### config.mk
export PLATFORM = sky130hd
export DESIGN_NAME = i2c_line_conditioner
export DESIGN_NICKNAME = d
export VERILOG_FILES = /design/src/rtl/i2c_cond_pkg.sv /design/src/rtl/i2c_cond_sync.sv /design/src/rtl/i2c_cond_deglitch.sv /design/src/rtl/i2c_cond_delay.sv /design/src/rtl/i2c_line_conditioner.sv
export SDC_FILE = /design/constraint.sdc
export NUM_CORES = 1
export LEC_CHECK = 0
export BUFFER_PORTS_ARGS = -buffer_cell sky130_fd_sc_hd__buf_4
export CORE_AREA = 2 2 42 60
export DETAILED_ROUTE_END_ITERATION = 7
export DIE_AREA = 0 0 44 62
export PLACE_DENSITY_LB_ADDON = 0.1
export SLEW_MARGIN = 20
export SYNTH_ARGS = -nofsm -noshare
export SYNTH_HDL_FRONTEND = slang
export SYNTH_HIERARCHICAL = 1
export SYNTH_SLANG_ARGS = --single-unit
### constraint.sdc
create_clock -name clk -period 2.84 [get_ports clk]
set_input_delay 0 -clock clk [delete_from_list [all_inputs] [get_ports clk]]
set_output_delay 0 -clock clk [all_outputs]
set_load 0.005 [all_outputs]
### src/rtl/i2c_cond_pkg.sv
`timescale 1ns/1ps
package i2c_cond_pkg;

    // Qualification state of one filtered line
    typedef enum logic [1:0] {
        DG_HIGH      = 2'b00,
        DG_QUAL_LOW  = 2'b01,
        DG_LOW       = 2'b10,
        DG_QUAL_HIGH = 2'b11
    } dg_state_t;

    // Lane indices inside the conditioner
    localparam int LANE_SCL = 0;
    localparam int LANE_SDA = 1;
    localparam int NUM_LANES = 2;

endpackage

### src/rtl/i2c_cond_sync.sv
`timescale 1ns/1ps
module i2c_cond_sync #(
    parameter int STAGES = 2
) (
    input  logic clk,
    input  logic rst_n,
    input  logic d,
    output logic q
);

    // Preset to 1 so the idle bus level is seen from reset onwards
    logic [STAGES-1:0] chain;

    always_ff @(posedge clk or negedge rst_n) begin
        if (!rst_n) begin
            chain <= '1;
        end else begin
            chain <= {chain[STAGES-2:0], d};
        end
    end

    assign q = chain[STAGES-1];

endmodule

### src/rtl/i2c_cond_deglitch.sv
`timescale 1ns/1ps
module i2c_cond_deglitch
    import i2c_cond_pkg::*;
#(
    parameter int MIN_PULSE = 5
) (
    input  logic clk,
    input  logic rst_n,
    input  logic din,
    output logic dout
);

    localparam int CNT_W = $clog2(MIN_PULSE + 1);
    localparam logic [CNT_W-1:0] LAST_CNT = CNT_W'(MIN_PULSE - 1);
    localparam logic [CNT_W-1:0] ONE_CNT  = CNT_W'(1);

    dg_state_t        state_q, state_d;
    logic [CNT_W-1:0] cnt_q, cnt_d;
    logic             level;

    // State register
    always_ff @(posedge clk or negedge rst_n) begin
        if (!rst_n) begin
            state_q <= DG_HIGH;
            cnt_q   <= '0;
        end else begin
            state_q <= state_d;
            cnt_q   <= cnt_d;
        end
    end

    // Next state: drop / reject / accept transitions
    always_comb begin
        state_d = state_q;
        cnt_d   = cnt_q;
        unique case (state_q)
            DG_HIGH: begin
                if (!din) begin
                    state_d = DG_QUAL_LOW;
                    cnt_d   = ONE_CNT;
                end
            end
            DG_QUAL_LOW: begin
                if (din) begin
                    state_d = DG_HIGH;
                    cnt_d   = '0;
                end else if (cnt_q == LAST_CNT) begin
                    state_d = DG_LOW;
                    cnt_d   = '0;
                end else begin
                    cnt_d = cnt_q + ONE_CNT;
                end
            end
            DG_LOW: begin
                if (din) begin
                    state_d = DG_QUAL_HIGH;
                    cnt_d   = ONE_CNT;
                end
            end
            DG_QUAL_HIGH: begin
                if (!din) begin
                    state_d = DG_LOW;
                    cnt_d   = '0;
                end else if (cnt_q == LAST_CNT) begin
                    state_d = DG_HIGH;
                    cnt_d   = '0;
                end else begin
                    cnt_d = cnt_q + ONE_CNT;
                end
            end
            default: begin
                state_d = DG_HIGH;
                cnt_d   = '0;
            end
        endcase
    end

    // Output: settled level, held during qualification of the opposite one
    always_comb begin
        unique case (state_q)
            DG_HIGH, DG_QUAL_LOW:  level = 1'b1;
            DG_LOW,  DG_QUAL_HIGH: level = 1'b0;
            default:               level = 1'b1;
        endcase
    end

    assign dout = level;

endmodule

### src/rtl/i2c_cond_delay.sv
`timescale 1ns/1ps
module i2c_cond_delay #(
    parameter int DEPTH = 12
) (
    input  logic clk,
    input  logic rst_n,
    input  logic d,
    output logic q
);

    logic [DEPTH-1:0] stages;

    generate
        if (DEPTH == 1) begin : g_single
            always_ff @(posedge clk or negedge rst_n) begin
                if (!rst_n) stages <= '1;
                else        stages <= d;
            end
        end else begin : g_chain
            always_ff @(posedge clk or negedge rst_n) begin
                if (!rst_n) stages <= '1;
                else        stages <= {stages[DEPTH-2:0], d};
            end
        end
    endgenerate

    assign q = stages[DEPTH-1];

endmodule

### src/rtl/i2c_line_conditioner.sv
`timescale 1ns/1ps
module i2c_line_conditioner
    import i2c_cond_pkg::*;
#(
    parameter int SYNC_STAGES = 2,
    parameter int MIN_PULSE   = 5,
    parameter int HOLD_DLY    = 12
) (
    input  logic clk,
    input  logic rst_n,
    input  logic scl_i,
    input  logic sda_i,
    output logic scl_o,
    output logic sda_o
);

    logic [NUM_LANES-1:0] raw;
    logic [NUM_LANES-1:0] synced;
    logic [NUM_LANES-1:0] clean;
    logic [NUM_LANES-1:0] lane_out;

    assign raw[LANE_SCL] = scl_i;
    assign raw[LANE_SDA] = sda_i;

    generate
        for (genvar ln = 0; ln < NUM_LANES; ln++) begin : g_lane
            i2c_cond_sync #(.STAGES(SYNC_STAGES)) u_sync (
                .clk   (clk),
                .rst_n (rst_n),
                .d     (raw[ln]),
                .q     (synced[ln])
            );

            i2c_cond_deglitch #(.MIN_PULSE(MIN_PULSE)) u_dg (
                .clk   (clk),
                .rst_n (rst_n),
                .din   (synced[ln]),
                .dout  (clean[ln])
            );

            if (ln == LANE_SDA) begin : g_hold
                i2c_cond_delay #(.DEPTH(HOLD_DLY)) u_hold (
                    .clk   (clk),
                    .rst_n (rst_n),
                    .d     (clean[ln]),
                    .q     (lane_out[ln])
                );
            end else begin : g_direct
                assign lane_out[ln] = clean[ln];
            end
        end
    endgenerate

    assign scl_o = lane_out[LANE_SCL];
    assign sda_o = lane_out[LANE_SDA];

endmodule

==> impl_metrics.csv <==
group,metric,value,unit
run_status,run_status,"finished, final reports clean",
sta,worstMarginPinSlew,311.4,ps
logic_synthesis,synth_top_area_share,44.80,%
worst_setup_path,critical_path_class,"reg -> reg",
route,routed_wirelength,1199,µm
sta,slew_violations,0,
logic_synthesis,synth_most_common_cell,"dfstp_2",
global_routing,antenna_found_initial,0,
worst_setup_path,cp_data_arrival_time,1420,ps
route,drc,0,
clock_tree,clock_path_buffers,2,
clock_tree,cts_resized,0,
pwr,ir_drop,0.5691,mV
placed_design,post-place-ws,1682,ps
sta,fin_ws,1660,ps
sta,rsz0062_at_grt,"false",
placed_design,dp_hpwl,792,µm
clock_tree,ctsHoldBuffers,3,
route,first_pass_iters,4,
global_routing,grtUsageTotal,10.48,%
finish,nets,90,
finish,area.sequential,670.6,µm²
clock_tree,cts.clk_slew.worst_paths,140,ps
pwr,powerDensity,953.3,mW/mm²
floorplanning,core,0.002260,mm²
logic_synthesis,synth-warning-count,6,
sta,setup_viol,0,
placed_design,placed_cell_area,0.001005,mm²
sta,period_needed,1180,ps
finish,finish.utilization,48.12,%
clock_tree,cts_root_buf,"clkbuf_4",
floorplanning,start_util,41.53,%
logic_synthesis,synth.largest_area_cell,"dfstp_2",
pwr,power,1.037,mW
logic_synthesis,synth_cells,69,
route,drtIter0Drc,10,
sta,maxSlewHeadroom,79.24,%
placed_design,placement.io_buffers,5,
logic_synthesis,synth-edff-count,0,
route,vias,498,
sta,hold_viol,0,
worst_setup_path,worstSetupStartpointType,"register",
floorplanning,die_height,62,µm
finish,multi_input_area,241.5,µm²
worst_setup_path,worstPathRequired,3080,ps
logic_synthesis,syn_avg_cell_area,13.60,µm²
global_routing,grt_max_degree,27,
clock_tree,cts.sinks,26,
sta,max_freq,847.7,MHz
logic_synthesis,ys_seq_area_share,71.47,%
clock_tree,cts_tree,"done",
pwr,power_leakage,0.4695,nW
floorplanning,die_w,44,µm
logic_synthesis,synthTopCellsByArea,"dfstp_2, dfrtp_1, ha_1, xnor2_2, nand2_1",
worst_setup_path,end_kind,"register",
worst_setup_path,reg2regPathDepth,5,
logic_synthesis,ys_top_cells_by_count,"dfstp_2, dfrtp_1, nand2_1, inv_1",
finish,diodes,0,
logic_synthesis,async_reset_ff_share,100.0,%
clock_tree,cts_inserted_buffers,3,
placed_design,routabilityCongestion,0.7190,
global_routing,grt_pass1_wl,2063,µm
finish,drive_above_1_share,35.80,%
logic_synthesis,synth_nets,77,
sta,fin_crit_sh,41.54,%
logic_synthesis,ys_seq_elements,26,
hold_path,hold_class,"in -> async",
finish,fillers,212,
floorplanning,fp-row-count,21,
route,avgViaCountPerCell,4.788,
logic_synthesis,netlist_area,938.4,µm²
clock_tree,clk-insertion-delay-late,310,ps
clock_tree,cts_htree_levels,1,
sta,fin_skew,4.854,ps
floorplanning,io_pins,6,
run,cap_violations,0,
sta,fin_setup_tns,0,ps
route,antenna_left,0,
finish,final_area,0.001087,mm²
finish,areaGrowthSynthToFinish,15.87,%
worst_setup_path,critPathMaxFanout,3,
global_routing,grt-ovfl-total,0,
clock_tree,post-cts-setup-buffers,0,
route,wl_per_cell,11.53,µm
floorplanning,fp.dieArea,0.002728,mm²
logic_synthesis,yosysUniqueCellTypes,16,
global_routing,first_global_vias,492,
logic_synthesis,synth_flop_cell,"dfstp_2",
-- worst paths after layout --
path | from | to | slack, ps
worst max-delay path | g_lane[1].u_dg/cnt_q[0]$_DFFE_PN0P_ | g_lane[1].u_dg/cnt_q[2]$_DFFE_PN0P_ | 1660
worst min-delay path | rst_n | async pin | 110
worst max register to register | g_lane[1].u_dg/cnt_q[0]$_DFFE_PN0P_ | g_lane[1].u_dg/cnt_q[2]$_DFFE_PN0P_ | 1660
worst min register to register | g_lane[1].g_hold.u_hold/stages[7]$_DFF_PN1_ | g_lane[1].g_hold.u_hold/stages[8]$_DFF_PN1_ | 360
max in group asynchronous | rst_n | g_lane[1].g_hold.u_hold/stages[0]$_DFF_PN1_ | 2440
min in group clk | scl_i | g_lane[0].u_sync/chain[0]$_DFF_PN1_ | 330
-- through the flow --
stage                     hold WS, ps  std cells
final                           107.0        104
after global routing            119.6        104
after CTS                       107.4        104
after detailed placement       -78.61         97
after global placement         -81.49         97
after floorplan                -295.6         69
-- registers in the layout, indices dropped and copies added (netlist names), named ones only --
register                     cells
g_lane.u_dg/cnt_q                6
g_lane.u_dg/state_q              2
g_lane.g_hold.u_hold/stages     12
g_lane.u_sync/chain              4
-- where the power goes --
part	internal [mW]	switching (mW)	total, mW	leakage, nW
clock	0.143	0.103	0.245	0.0279
combinational	0.0973	0.101	0.199	0.146
sequential	0.524	0.0691	0.593	0.296
-- routing by layer --
layer / GRT usage, % / share of wire, % / vias up
li1: - / - / 246
met1: 14.18 / 49 / 246
met2: 16.39 / 49 / 6
met3: 1.734 / 2.3 / 0
met4: 5.195 / 0 / 0
met5: 0 / 0 / -
-- cell usage in the layout (no fill, tap or decap) --
cell type       n
a21oi_1         3
and2_2          2
buf_4           5
bufinv_16       1
clkbuf_4        3
dfrtp_1        10
dfstp_2        16
dlygate4sd3_1   3
ha_1            4
inv_1           7
mux2i_1         1
nand2_1         8
nand2b_1        2
nand3_1         4
nor2_1          3
nor3b_1         1
o21ai_0         2
o22ai_1         2
o31ai_1         2
xnor2_2         2
-- cells by family (layout without fill, tap and decap cells) --
| logic type | Yosys count | count (layout) | synth area share, % |
|---|---|---|---|
| and+or+nand+nor | 20 | 20 | 10.27 |
| muxes | 1 | 1 | 1.067 |
| xor gates and xnor gates | 2 | 2 | 3.467 |
| buffers and inverters | 7 | 19 | 2.801 |
| DFF | 26 | 26 | 71.47 |
| AOI/OAI and AO/OA | 9 | 9 | 5.599 |
| adders and majority gates | 4 | 4 | 5.334 |
-- layout make-up --
cell class / count / area share (%)
clock inverters: 1 / 2.762
repair buffers: 8 / 6.214
well taps: 23 / 2.647
clock buffers: 3 / 2.071
flip-flops and latches: 26 / 61.68
multi-input cells: 36 / 22.21
inverters: 7 / 2.417
-- critical path, stage by stage, from the launching register on --
cell	delay (ps)
dfrtp_1	400
inv_1	70
ha_1	230
nor3b_1	190
a21oi_1	60
o22ai_1	160
(Power assumes the default switching activity.)
